File: config.mk
export PLATFORM = sky130hd
export DESIGN_NAME = otp_read_seq
export DESIGN_NICKNAME = d
export VERILOG_FILES = /design/src/rtl/otp_read_pkg.sv /design/src/rtl/otp_range_check.sv /design/src/rtl/otp_interval_timer.sv /design/src/rtl/otp_read_seq.sv
export SDC_FILE = /design/constraint.sdc
export NUM_CORES = 1
export LEC_CHECK = 0
export ABC_CLOCK_PERIOD_IN_PS = 2160
export BUFFER_PORTS_ARGS = -buffer_cell sky130_fd_sc_hd__buf_2
export CORE_UTILIZATION = 35
export CTS_CLUSTER_DIAMETER = 60
export DETAILED_ROUTE_END_ITERATION = 8
export HOLD_SLACK_MARGIN = 0.1
export PLACE_DENSITY = 0.71
export SETUP_SLACK_MARGIN = 0.1
export SLEW_MARGIN = 40
export SYNTH_ARGS = -nofsm -noshare
export SYNTH_HDL_FRONTEND = slang
export SYNTH_SLANG_ARGS = --single-unit
File: constraint.sdc
create_clock -name clk -period 2.16 [get_ports clk]
set_input_delay 0.108 -clock clk [delete_from_list [all_inputs] [get_ports clk]]
set_output_delay 0.108 -clock clk [all_outputs]
set_load 0.005 [all_outputs]
File: src/rtl/otp_read_pkg.sv
package otp_read_pkg;

    typedef enum logic [3:0] {
        S_IDLE,
        S_UP_STBY,
        S_UP_TRIM,
        S_UP_CE,
        S_ADDR,
        S_CLK_HI,
        S_CLK_LO,
        S_EMIT,
        S_DN_CE,
        S_DN_TRIM,
        S_FINISH
    } otp_state_e;

    // cycles = ceil(clk_hz * ns / 1e9), never below one
    function automatic int ns_to_cycles(longint clk_hz, longint ns);
        longint c;
        c = (clk_hz * ns + 64'd999_999_999) / 64'd1_000_000_000;
        return (c < 1) ? 1 : int'(c);
    endfunction

endpackage

File: src/rtl/otp_range_check.sv
module otp_range_check #(
    parameter int WORDS = 4096,
    parameter int XW    = 13
) (
    input  logic [XW-1:0] idx,
    input  logic [XW-1:0] cnt,
    output logic          bad
);
    localparam logic [XW:0] LIMIT = (XW+1)'(WORDS);

    logic [XW:0] last_excl;

    always_comb begin
        last_excl = {1'b0, idx} + {1'b0, cnt};
        bad = (cnt == '0) || ({1'b0, idx} >= LIMIT) || (last_excl > LIMIT);
    end
endmodule

File: src/rtl/otp_interval_timer.sv
module otp_interval_timer #(
    parameter int TW = 8
) (
    input  logic          clk,
    input  logic          rst_n,
    input  logic          run,
    input  logic [TW-1:0] lim,
    output logic          hit
);
    logic [TW-1:0] cnt_q;

    assign hit = run && (cnt_q == lim - TW'(1));

    always_ff @(posedge clk or negedge rst_n) begin
        if (!rst_n)             cnt_q <= '0;
        else if (!run || hit)   cnt_q <= '0;
        else                    cnt_q <= cnt_q + TW'(1);
    end
endmodule

File: src/rtl/otp_read_seq.sv
module otp_read_seq
    import otp_read_pkg::*;
#(
    parameter int     WORDS     = 4096,
    parameter int     DATA_W    = 32,
    parameter longint CLK_HZ    = 250_000_000,
    parameter longint ACCESS_NS = 40_000,
    parameter longint LOW_NS    = 10_000,
    localparam int    AW        = $clog2(WORDS),
    localparam int    XW        = AW + 1
) (
    input  logic              clk,
    input  logic              rst_n,
    input  logic              req_valid,
    output logic              req_ready,
    input  logic [XW-1:0]     req_idx,
    input  logic [XW-1:0]     req_cnt,
    output logic              out_valid,
    input  logic              out_ready,
    output logic [DATA_W-1:0] out_data,
    output logic              err,
    output logic              done,
    output logic [AW-1:0]     otp_addr,
    output logic              otp_clk,
    output logic              otp_ce,
    output logic              otp_trim,
    output logic              otp_stby_n,
    output logic              otp_prog,
    output logic              otp_we,
    output logic              otp_tmode,
    input  logic [DATA_W-1:0] otp_rdata
);
    localparam int HI_CYC = ns_to_cycles(CLK_HZ, ACCESS_NS);
    localparam int LO_CYC = ns_to_cycles(CLK_HZ, LOW_NS);
    localparam int MAX_CYC = (HI_CYC > LO_CYC) ? HI_CYC : LO_CYC;
    localparam int TW = $clog2(MAX_CYC + 1);

    otp_state_e          state_q, state_d;
    logic [AW-1:0]       addr_q;
    logic [XW-1:0]       left_q;
    logic [DATA_W-1:0]   word_q;
    logic                err_q;
    logic                bad;
    logic                tmr_run, tmr_hit;
    logic [TW-1:0]       tmr_lim;
    logic                take_req, take_word, last_word;

    otp_range_check #(.WORDS(WORDS), .XW(XW)) u_range (
        .idx (req_idx),
        .cnt (req_cnt),
        .bad (bad)
    );

    assign tmr_run = (state_q == S_CLK_HI) || (state_q == S_CLK_LO);
    assign tmr_lim = (state_q == S_CLK_HI) ? TW'(HI_CYC) : TW'(LO_CYC);

    otp_interval_timer #(.TW(TW)) u_timer (
        .clk   (clk),
        .rst_n (rst_n),
        .run   (tmr_run),
        .lim   (tmr_lim),
        .hit   (tmr_hit)
    );

    assign take_req  = (state_q == S_IDLE) && req_valid;
    assign take_word = (state_q == S_EMIT) && out_ready;
    assign last_word = (left_q == XW'(1));

    // state register
    always_ff @(posedge clk or negedge rst_n) begin
        if (!rst_n) state_q <= S_IDLE;
        else        state_q <= state_d;
    end

    // transitions
    always_comb begin
        state_d = state_q;
        unique case (state_q)
            S_IDLE:    if (take_req && !bad) state_d = S_UP_STBY;
            S_UP_STBY: state_d = S_UP_TRIM;
            S_UP_TRIM: state_d = S_UP_CE;
            S_UP_CE:   state_d = S_ADDR;
            S_ADDR:    state_d = S_CLK_HI;
            S_CLK_HI:  if (tmr_hit) state_d = S_CLK_LO;
            S_CLK_LO:  if (tmr_hit) state_d = S_EMIT;
            S_EMIT:    if (out_ready) state_d = last_word ? S_DN_CE : S_ADDR;
            S_DN_CE:   state_d = S_DN_TRIM;
            S_DN_TRIM: state_d = S_FINISH;
            S_FINISH:  state_d = S_IDLE;
            default:   state_d = S_IDLE;
        endcase
    end

    // outputs decoded from state
    always_comb begin
        req_ready  = 1'b0;
        out_valid  = 1'b0;
        done       = 1'b0;
        otp_stby_n = 1'b0;
        otp_trim   = 1'b0;
        otp_ce     = 1'b0;
        otp_clk    = 1'b0;
        unique case (state_q)
            S_IDLE:    req_ready = 1'b1;
            S_UP_STBY: otp_stby_n = 1'b1;
            S_UP_TRIM: begin otp_stby_n = 1'b1; otp_trim = 1'b1; end
            S_UP_CE, S_ADDR, S_CLK_LO: begin
                otp_stby_n = 1'b1; otp_trim = 1'b1; otp_ce = 1'b1;
            end
            S_CLK_HI: begin
                otp_stby_n = 1'b1; otp_trim = 1'b1; otp_ce = 1'b1; otp_clk = 1'b1;
            end
            S_EMIT: begin
                otp_stby_n = 1'b1; otp_trim = 1'b1; otp_ce = 1'b1; out_valid = 1'b1;
            end
            S_DN_CE:   begin otp_stby_n = 1'b1; otp_trim = 1'b1; end
            S_DN_TRIM: otp_stby_n = 1'b1;
            S_FINISH:  done = 1'b1;
            default:   req_ready = 1'b0;
        endcase
    end

    assign otp_prog  = 1'b0;
    assign otp_we    = 1'b0;
    assign otp_tmode = 1'b0;
    assign otp_addr  = addr_q;
    assign out_data  = word_q;
    assign err       = err_q;

    // datapath
    always_ff @(posedge clk or negedge rst_n) begin
        if (!rst_n) begin
            addr_q <= '0;
            left_q <= '0;
            word_q <= '0;
            err_q  <= 1'b0;
        end else begin
            err_q <= take_req && bad;
            if (take_req && !bad) begin
                addr_q <= req_idx[AW-1:0];
                left_q <= req_cnt;
            end
            if ((state_q == S_CLK_LO) && tmr_hit)
                word_q <= otp_rdata;
            if (take_word) begin
                left_q <= left_q - XW'(1);
                if (!last_word) addr_q <= addr_q + AW'(1);
            end
        end
    end
endmodule

==> results of run 1 <==
[flip-flops by register name, indices dropped and copies added (netlist names)]
name and count:
out_data 32, u_timer.cnt_q 14, left_q 13, otp_addr 12, state_q 4, err 1
[final timing paths]
kind | endpoint | slack, ns | cells after the start
min | left_q[12] | 0.12 | 3
max | left_q[2] | -0.12 | 14
max reg2reg | out_data[27] | -0.09 | 8
min reg2reg | out_data[1] | 0.51 | 1
max in group asynchronous | u_timer.cnt_q[5] | 1.31 | 3
min in group asynchronous | out_data[22] | 0.26 | 2
[report_power, final]
group          leakage [nW]  internal, mW  total, mW  switching, mW
Combinational          2.45          1.33       2.59           1.26
Sequential             1.00          1.70       2.04          0.340
Clock                 0.140         0.905       1.51          0.609
Total                  3.59          3.93       6.14           2.21
[worst reg2reg max path, cell delays in order, from the launching register on]
cell,delay (ns)
dfrtp_1,0.39
nor4bb_2,0.32
nand3_1,0.14
nor2_2,0.11
o2111ai_2,0.18
nor4b_4,0.31
buf_4,0.19
clkbuf_16,0.17
mux2_4,0.30
[timing repair]
item / 4_1_cts / 5_1_grt
pin swaps: 28 / 32
buffers inserted: 11 / 8
gates resized for setup: 47 / 61
hold buffers: 33 / 0
cloned: 2 / 4
endpoints found under the hold margin: 62 / 0
endpoints found under the setup margin: 56 / 73
[layout by cell type (no fill, tap or decap), types with 6 or more instances in the layout]
master / instances
a21oi_1: 18
and2_1: 7
and3_1: 6
buf_2: 108
buf_4: 105
buf_6: 14
clkbuf_16: 12
dfrtp_1: 76
dlygate4sd3_1: 33
ha_1: 15
inv_1: 13
mux2_4: 32
nand2_1: 27
nand3_1: 19
nand4_1: 6
nor2_1: 35
o211ai_1: 7
o21ai_0: 6
o21ai_2: 13
xnor2_1: 7
xor2_1: 12
[cell usage after synthesis (all sizes together), types with 4 or more instances]
| cell type | number | share of area, % |
|---|---|---|
| a21oi | 25 | 2.9 |
| o21a | 4 | 0.69 |
| o22ai | 5 | 0.99 |
| nor2 | 38 | 3.1 |
| or3 | 6 | 0.82 |
| dfrtp | 76 | 42 |
| nand4 | 6 | 0.82 |
| nand3 | 23 | 2.7 |
| inv | 19 | 1.6 |
| nand2b | 5 | 0.69 |
| nand2 | 31 | 2.5 |
| xnor2 | 8 | 1.5 |
| mux2 | 33 | 8.1 |
| o211ai | 7 | 1.2 |
| ha | 17 | 4.7 |
| o221a | 6 | 1.5 |
| buf | 16 | 2.8 |
| and3 | 6 | 0.82 |
| clkbuf | 5 | 0.41 |
| a31oi | 8 | 1.1 |
| nor3 | 8 | 0.99 |
| o41ai | 6 | 1.3 |
| o21ai | 20 | 2.2 |
| xor2 | 12 | 2.3 |
| nor4 | 6 | 1.5 |
| and2 | 8 | 1.1 |
[cell families (layout without fill, tap and decap cells)]
family / count (synthesis) / count (layout) / synth area share (%)
xor+xnor: 20 / 20 / 3.84
fa+ha+maj: 18 / 18 / 5.10
other cells: 1 / 3 / 0.0821
buf+inv: 40 / 306 / 4.77
flops: 76 / 76 / 41.7
mux: 35 / 35 / 8.58
compound gates: 105 / 105 / 16.7
simple gates: 158 / 160 / 19.3
[per-layer routing]
metal | routed length (um) | global-route usage (%)
met5 | 0 | 0
met4 | 360 | 7.61
met3 | 1010 | 4.88
met2 | 8320 | 42.2
met1 | 6480 | 25.5
[per-stage QoR]
stage               hold WS, ns  setup slack, ns  utilization (%)  instance area, um2  TNS [ns]
global route              0.122           -0.229             59.9                7590     -9.07
CTS                       0.110          -0.0838             56.7                7180     -2.99
finish                    0.115           -0.125             59.9                7590     -3.11
floorplan                -0.188           -0.138                -                4810     -1.48
global placement         0.0703           -0.404             49.2                6240     -9.26
detailed placement       0.0752           -0.514             49.2                6240    -13.47
[cell type report]
cell class,count,area [um2],share of cell area (%)
inverters,19,73.8,0.973
multi-input cells,341,3060,40.4
clock inverters,6,71.3,0.940
clock buffers,10,229,3.02
flip-flops and latches,76,1900,25.1
well taps,172,215,2.84
repair buffers,271,2030,26.8
==> metrics.csv, run 1 <==
stage;metric;value;unit
global_route;largest net degree at the start of global routing;47;
sta;Final Max Slew Viols;0;
power_and_ir_drop;leakage;3.59;nW
placed_design;post-DP HPWL;10.4;mm
final_layout;Syn-to-layout area delta;66.2;%
sta;RSZ-0062 raised after global routing;true;
synth;Most used DFF post-synth;dfrtp_1;
routing;drt pass-1 iters;5;
sta;Final Hold Fails;0;
synth;share of synthesized registers carrying an async set or reset;100;%
clocking;CTS clk-pin slew, worst paths;0.06;ns
synth;synthesized area per cell;10.1;um2
synth;Netlist cell types;70;
global_route;first-pass GRT wire length;23.3;mm
clocking;clk buf depth;2;
placed_design;IO Port Bufs;113;
clocking;Num CTS Buffers;9;
sta;setup ws final;-0.125;ns
placed_design;routability-driven placement congestion ratio;0.883;
critical_path;max incr delay on CP;0.36;ns
hold_path;hold path start;req_cnt[12];
routing;DRC Markers;0;
sta;achievable frequency;0.438;GHz
floorplan;DIE HEIGHT;116;um
critical_path;Crit path top cell by count;buf_6;
synth;post-synthesis sequential area ratio;41.7;%
power_and_ir_drop;Overall Power;6.14;mW
sta;endpoints failing setup;52;
sta;Final min period;2.28;ns
global_route;vias in the first global route;4707;
critical_path;Crit Reg-Reg Startpoint;u_timer.cnt_q[9];
floorplan;Initial Util;36.0;%
global_route;initial antenna violation count;0;
floorplan;FP Rows;41;
critical_path;crit path cell chain;buf_8, ha_4, inv_2, fa_2, nand2b_4, a21oi_4, o41ai_2, and3b_2, nor4_4, a31oi_4, buf_6, buf_6, o211ai_1, nand3_1;
sta;final period utilization;106;%
routing;initial drt markers;352;
floorplan;die footprint;13500;um2
synth;FF+latch count, synth;76;
run_status;outcome;finished, violations left;
clocking;CTS tree;built;
final_layout;nets;798;
critical_path;CP Buf/Inv Count;4;
run;maxcap violations;0;
clocking;CTS H-Tree Depth;3;
synth;EDFF count, synth;0;
routing;vias per cell;5.30;
clocking;root buffer cell;clkbuf_16;
sta;max_slew headroom;64.5;%
synth;cells after synthesis;453;
clocking;clk sink count;76;
floorplan;core area;12700;um2
final_layout;filler cell count;969;
critical_path;Crit Path Category;in -> reg;
critical_path;Worst EP required;2.37;ns
critical_path;CP max stage cell;fa_2;
floorplan;Die X;116;um
critical_path;crit path launch;req_cnt[0];
final_layout;ant diodes;0;
global_route;Tot GR Track Use;22.7;%
critical_path;startpoint type of the worst setup path;primary input;
routing;routed wire length;16.2;mm
power_and_ir_drop;Worst IR Drop VDD;0.425;mV
critical_path;crit end category;flop;
routing;routed vias;4743;
sta;clock skew;0.00811;ns
routing;routed len/inst;18.1;um
hold_path;worst hold-check path type;in -> reg;
placed_design;Inst Count DP;823;
critical_path;CP top delay family;simple AND/OR/NAND/NOR gates;
final_layout;layout cells sized above 1;53.0;%
synth;YS warnings;0;
routing;Final ANT Viol Nets;0;
run_status;failing checks;negative setup slack;
sta;Worst Tran Pin Value;0.520;ns
final_layout;non-filler instance count after layout;895;
critical_path;CP Max Fanout;7;
clocking;Skew-Pair Late Insertion Delay;0.33;ns
critical_path;crit path DAT;2.49;ns
floorplan;total I/O pin count;117;
synth;Syn Std Cell Area;4570;um2
power_and_ir_drop;P per Cell Area;810;nW/um2
global_route;grt ovf;0;
Note: power is estimated with default switching activity, not from simulation.
==> inputs of run 2 (changes only) <==
--- a/config.mk
+++ b/config.mk
@@ -7,6 +7,7 @@
 export LEC_CHECK = 0
 export ABC_CLOCK_PERIOD_IN_PS = 2160
 export BUFFER_PORTS_ARGS = -buffer_cell sky130_fd_sc_hd__buf_2
+export CORE_ASPECT_RATIO = 1.25
 export CORE_UTILIZATION = 35
 export CTS_CLUSTER_DIAMETER = 60
 export DETAILED_ROUTE_END_ITERATION = 8
==> run 2 against run 1 <==
  * Global-route usage up 0.22 points
  * Clock-buffer cell count up 1
  * First-iteration DRC count down 39%
  * Utilization down 0.51 points
  * The run still ends with negative setup slack left
==> metrics.csv, run 2 (same netlist as run 1, synthesis figures left out) <==
stage;metric;value;unit
floorplan;DIE HEIGHT;130;um
sta;max_slew headroom;49.5;%
critical_path;Crit Path Category;in -> reg;
global_route;grt ovf;0;
routing;DRC Markers;0;
critical_path;crit end category;flop;
sta;Final min period;2.29;ns
clocking;Skew-Pair Late Insertion Delay;0.34;ns
critical_path;register-to-register path setup slack;-0.07;ns
floorplan;total I/O pin count;117;
power_and_ir_drop;register share of total power;33.2;%
floorplan;FP Rows;46;
final_layout;most common cell after layout, fill and taps aside;buf_2;
power_and_ir_drop;Switching Fraction;35.4;%
clocking;CTS clk-pin slew, worst paths;0.07;ns
sta;final period utilization;106;%
critical_path;startpoint type of the worst setup path;primary input;
placed_design;total placed instance area;6250;um2
routing;Final ANT Viol Nets;0;
clocking;Num CTS Buffers;9;
global_route;vias in the first global route;4991;
final_layout;Final Util;59.4;%
critical_path;worst reg2reg path depth;9;
routing;initial drt markers;214;
critical_path;CP top delay family;compound AO/OA/AOI/OAI gates;
final_layout;ant diodes;0;
floorplan;Initial Util;35.9;%
clocking;clk sink count;76;
run_status;outcome;finished, violations left;
routing;vias per cell;5.37;
sta;RSZ-0062 raised after global routing;true;
clocking;CTS tree;built;
sta;achievable frequency;0.437;GHz
sta;clock skew;0.0100;ns
power_and_ir_drop;Clock power frac;25.9;%
critical_path;Crit path depth;15;
final_layout;filler cell count;1008;
global_route;Tot GR Track Use;22.9;%
final_layout;layout cells sized above 1;51.5;%
power_and_ir_drop;P per Cell Area;805;nW/um2
clocking;CTS H-Tree Depth;3;
sta;Worst Tran Pin Value;0.755;ns
power_and_ir_drop;Int Power;3.93;mW
power_and_ir_drop;Psw;2.15;mW
routing;routed len/inst;17.4;um
clocking;clk buf depth;2;
power_and_ir_drop;leakage;3.60;nW
power_and_ir_drop;Comb pwr share;40.9;%
hold_path;worst hold stages;3;
placed_design;IO Port Bufs;113;
final_layout;max reg flops;32;
floorplan;core area;12700;um2
final_layout;nets;798;
critical_path;CP Max Fanout;8;
floorplan;Die X;104;um
critical_path;Crit path top cell by count;buf_12;
run;maxcap violations;0;
critical_path;CP max stage cell;nor4_4;
power_and_ir_drop;Worst IR Drop VDD;0.432;mV
placed_design;routability-driven placement congestion ratio;0.906;
sta;Hold Slack;0.127;ns
global_route;first-pass GRT wire length;24.3;mm
final_layout;most frequent cells in the layout;buf_2, buf_4, dfrtp_1;
final_layout;final instance area;7550;um2
sta;Final Hold Fails;0;
routing;routed wire length;15.5;mm
routing;drt pass-1 iters;5;
floorplan;die footprint;13500;um2
routing;routed vias;4788;
final_layout;Syn-to-layout area delta;65.4;%
sta;endpoints failing setup;55;
critical_path;crit path cell chain;buf_8, ha_4, inv_2, fa_2, nand2b_4, a21oi_2, mux2i_1, nand2_1, nor4_4, a31oi_2, buf_12, buf_12, buf_6, o21ai_2, o221a_4;
critical_path;crit path DAT;2.57;ns
hold_path;worst hold-check path type;in -> reg;
clocking;root buffer cell;clkbuf_16;
critical_path;Worst EP required;2.44;ns
sta;setup ws final;-0.127;ns
global_route;initial antenna violation count;0;
run_status;failing checks;negative setup slack;
critical_path;max incr delay on CP;0.34;ns
sta;Final Max Slew Viols;0;
critical_path;CP Buf/Inv Count;5;
placed_design;post-DP HPWL;10.4;mm
global_route;largest net degree at the start of global routing;77;
## run 2: final timing paths
path	from	to
max	req_cnt[0]	otp_addr[9]
min	req_idx[2]	otp_addr[2]
max reg2reg	state_q[3]	out_data[23]
min reg2reg	out_data[12]	out_data[12]
max in group asynchronous	rst_n	u_timer.cnt_q[1]
min in group asynchronous	rst_n	out_data[30]
## run 2: per-layer routing
metal | vias up | GRT usage, % | wire length (um)
li1 | 2219 | - | -
met1 | 2321 | 25.4 | 6050
met2 | 203 | 42.0 | 8050
met3 | 45 | 4.25 | 881
met4 | 0 | 11.8 | 535
met5 | - | 0 | 0
## run 2: power by group through the flow
| stage | Sequential [mW] | Combinational, mW | Clock (mW) |
|---|---|---|---|
| after floorplan | 1.96 | 1.19 | 0 |
| after CTS | 1.99 | 2.41 | 1.61 |
| after detailed placement | 2.01 | 2.08 | 0 |
| after global placement | 2.00 | 2.03 | 0 |
| after global routing | 2.05 | 2.70 | 1.66 |
| final | 2.02 | 2.49 | 1.57 |
## run 2: metrics by stage
step | TNS (ns) | power, mW | std cells | setup WS, ns
floorplan | -1.48 | 3.15 | 455 | -0.138
global placement | -12.66 | 4.03 | 819 | -0.517
detailed placement | -14.22 | 4.10 | 819 | -0.538
CTS | -2.89 | 6.01 | 886 | -0.0954
global route | -8.39 | 6.40 | 891 | -0.198
finish | -2.62 | 6.08 | 891 | -0.127
## run 2: timing repair
| action | 4_1_cts | 5_1_grt |
|---|---|---|
| hold buffers | 33 | 0 |
| hold endpoints to repair | 108 | 0 |
| pin swaps | 44 | 8 |
| resized for setup | 71 | 20 |
| gates cloned | 4 | 1 |
| setup endpoints to repair | 59 | 59 |
| buffers inserted | 14 | 5 |
## run 2: tightest hold or removal path, cell delays in order
cell     delay (ns)
buf_2          0.09
buf_4          0.09
o211a_1        0.14
## run 2: cell type report
class                           count  area [um2]  share of cell area [%]
Multi-Input combinational cell    340        3020                    40.0
Timing Repair Buffer              272        2030                    26.9
Sequential cell                    76        1900                    25.2
Clock buffer                       11         243                    3.21
Tap cell                          168         210                    2.78
Inverter                           19        71.3                   0.944
Clock inverter                      5        67.6                   0.895
==> inputs of run 3 (changes only) <==
--- a/config.mk
+++ b/config.mk
@@ -13,6 +13,7 @@
 export DETAILED_ROUTE_END_ITERATION = 8
 export HOLD_SLACK_MARGIN = 0.1
 export PLACE_DENSITY = 0.71
+export RECOVER_POWER = 50
 export SETUP_SLACK_MARGIN = 0.1
 export SLEW_MARGIN = 40
 export SYNTH_ARGS = -nofsm -noshare
==> run 3 against run 2 <==
  * The flow still finishes with violations (negative setup slack)
  * Combinational power barely moved
  * Power barely moved
  * Critical path depth did not move
  * Via count up 0.19%
  * Register-to-register slack about the same
  * Routed wire length is essentially flat
  * Sequential share of layout area is essentially flat
  * Global-route usage unchanged
  * Sequential power about the same
  * Clock power about the same
  * Hold slack about the same
  * Utilization about the same
==> metrics.csv, run 3 (same netlist as run 1, synthesis figures left out) <==
stage;metric;value;unit
critical_path;register-to-register path setup slack;-0.07;ns
routing;DRC Markers;0;
routing;vias per cell;5.38;
run_status;failing checks;negative setup slack;
global_route;GR Layer Usage met3;4.25;%
critical_path;crit end category;flop;
clocking;CTS clk-pin slew, worst paths;0.07;ns
sta;final period utilization;106;%
critical_path;Setup crit end;otp_addr[9];
critical_path;max incr delay on CP;0.34;ns
routing;routed wire length;15.5;mm
sta;endpoints failing setup;55;
critical_path;CP top delay family;compound AO/OA/AOI/OAI gates;
sta;Final min period;2.29;ns
final_layout;filler cell count;1011;
sta;max_slew headroom;30.1;%
clocking;Num CTS Buffers;9;
critical_path;crit path launch;req_cnt[0];
critical_path;worst reg2reg path depth;9;
critical_path;crit path cell chain;buf_8, ha_4, inv_2, fa_2, nand2b_4, a21oi_2, mux2i_1, nand2_1, nor4_4, a31oi_2, buf_12, buf_12, buf_6, o21ai_2, o221a_4;
sta;clock skew;0.00999;ns
sta;achievable frequency;0.437;GHz
final_layout;most common cell after layout, fill and taps aside;buf_2;
sta;final setup TNS;-2.64;ns
critical_path;Crit Reg-Reg Startpoint;state_q[3];
global_route;met2 Use GR;42.0;%
power_and_ir_drop;leakage;3.59;nW
final_layout;ant diodes;0;
placed_design;routability-driven placement congestion ratio;0.906;
run;maxcap violations;0;
power_and_ir_drop;P per Cell Area;805;nW/um2
critical_path;startpoint type of the worst setup path;primary input;
global_route;Tot GR Track Use;22.9;%
run_status;outcome;finished, violations left;
routing;drt pass-1 iters;5;
floorplan;Die X;104;um
global_route;initial antenna violation count;0;
critical_path;CP Max Fanout;8;
routing;routed len/inst;17.4;um
floorplan;DIE HEIGHT;130;um
critical_path;CP Buf/Inv Count;5;
clocking;CTS H-Tree Depth;3;
global_route;met1 usage;25.4;%
routing;initial drt markers;215;
final_layout;Final Util;59.3;%
hold_path;worst hold-check path type;in -> reg;
critical_path;CP max stage cell;nor4_4;
global_route;GRT busiest layer;met2;
placed_design;post-DP HPWL;10.4;mm
clocking;clk sink count;76;
critical_path;Crit path depth;15;
sta;Final Max Slew Viols;0;
final_layout;layout cells sized above 1;51.3;%
routing;routed vias;4797;
floorplan;core area;12700;um2
floorplan;die footprint;13500;um2
sta;setup ws final;-0.127;ns
clocking;root buffer cell;clkbuf_16;
clocking;CTS tree;built;
routing;Final ANT Viol Nets;0;
global_route;first-pass GRT wire length;24.3;mm
critical_path;Worst EP required;2.44;ns
final_layout;most frequent cells in the layout;buf_2, buf_4, dfrtp_1;
sta;RSZ-0062 raised after global routing;true;
placed_design;IO Port Bufs;113;
final_layout;max reg flops;32;
floorplan;Initial Util;35.9;%
sta;Final Hold Fails;0;
clocking;Skew-Pair Late Insertion Delay;0.34;ns
global_route;vias in the first global route;4991;
power_and_ir_drop;Worst IR Drop VDD;0.432;mV
floorplan;total I/O pin count;117;
critical_path;Crit path top cell by count;buf_12;
floorplan;FP Rows;46;
power_and_ir_drop;Overall Power;6.07;mW
critical_path;r2r endpoint;out_data[23];
global_route;largest net degree at the start of global routing;77;
final_layout;Syn-to-layout area delta;65.3;%
clocking;clk buf depth;2;
final_layout;nets;798;
global_route;grt ovf;0;
placed_design;dpl ws;-0.538;ns
critical_path;crit path DAT;2.57;ns
sta;Worst Tran Pin Value;1.05;ns
critical_path;Crit Path Category;in -> reg;
-- run 3: cell types whose count changed in the layout (fill, tap and decap cells not counted), sizes merged --
cell	change
buf	-2
clkbuf	+2
-- run 3: timing repair --
action | in CTS | in global routing
gates cloned | 4 | 1
gates resized for setup | 71 | 20
hold buffers | 33 | 0
endpoints found under the setup margin | 59 | 59
hold endpoints to repair | 108 | 0
pin swaps | 44 | 8
setup buffers | 14 | 5
-- run 3: layout make-up --
type	count	area, um2	area share (%)
Multi-Input combinational cell	340	3020	40.1
Timing Repair Buffer	272	2030	26.9
Sequential cell	76	1900	25.2
Clock buffer	11	243	3.22
Tap cell	168	210	2.79
Inverter	19	71.3	0.945
Clock inverter	5	67.6	0.895
-- run 3: per-layer routing --
metal / part of all wire, % / routed length [um]
met1: 39 / 6030
met4: 3.5 / 539
met3: 5.7 / 888
met5: 0 / 0
met2: 52 / 8060
-- run 3: worst register-to-register path, delay by kind of cell, from the launching register on --
kind / cells / cell delay, ns
AO/OA/AOI/OAI: 1 / 0.18
AND/OR/NAND/NOR: 4 / 0.77
flip-flops: 1 / 0.41
multiplexers: 1 / 0.30
buffers and inverters: 3 / 0.47
-- run 3: power by group --
part,switching (mW),internal [mW]
clock network,0.628,0.946
registers,0.320,1.70
logic,1.20,1.28
total,2.15,3.92
-- run 3: through the flow --
step / hold slack (ns) / cells / area, um2
2_1_floorplan: -0.188 / 455 / 4810
3_3_place_gp: 0.306 / 819 / 6240
3_5_place_dp: 0.184 / 819 / 6250
4_1_cts: 0.105 / 886 / 7420
5_1_grt: 0.129 / 891 / 7550
6_report: 0.126 / 891 / 7550
-- run 3: worst min-delay path by stage --
stage                               to   startpoint  slack [ns]  cells past startpoint
after floorplan                    err        rst_n       -0.19                      0
after global placement    out_data[22]        rst_n        0.31                      1
after detailed placement  out_data[24]        rst_n        0.18                      1
after CTS                   left_q[12]  req_cnt[12]        0.11                      3
after global routing        left_q[12]  req_cnt[12]        0.13                      3
final                      otp_addr[2]   req_idx[2]        0.13                      3
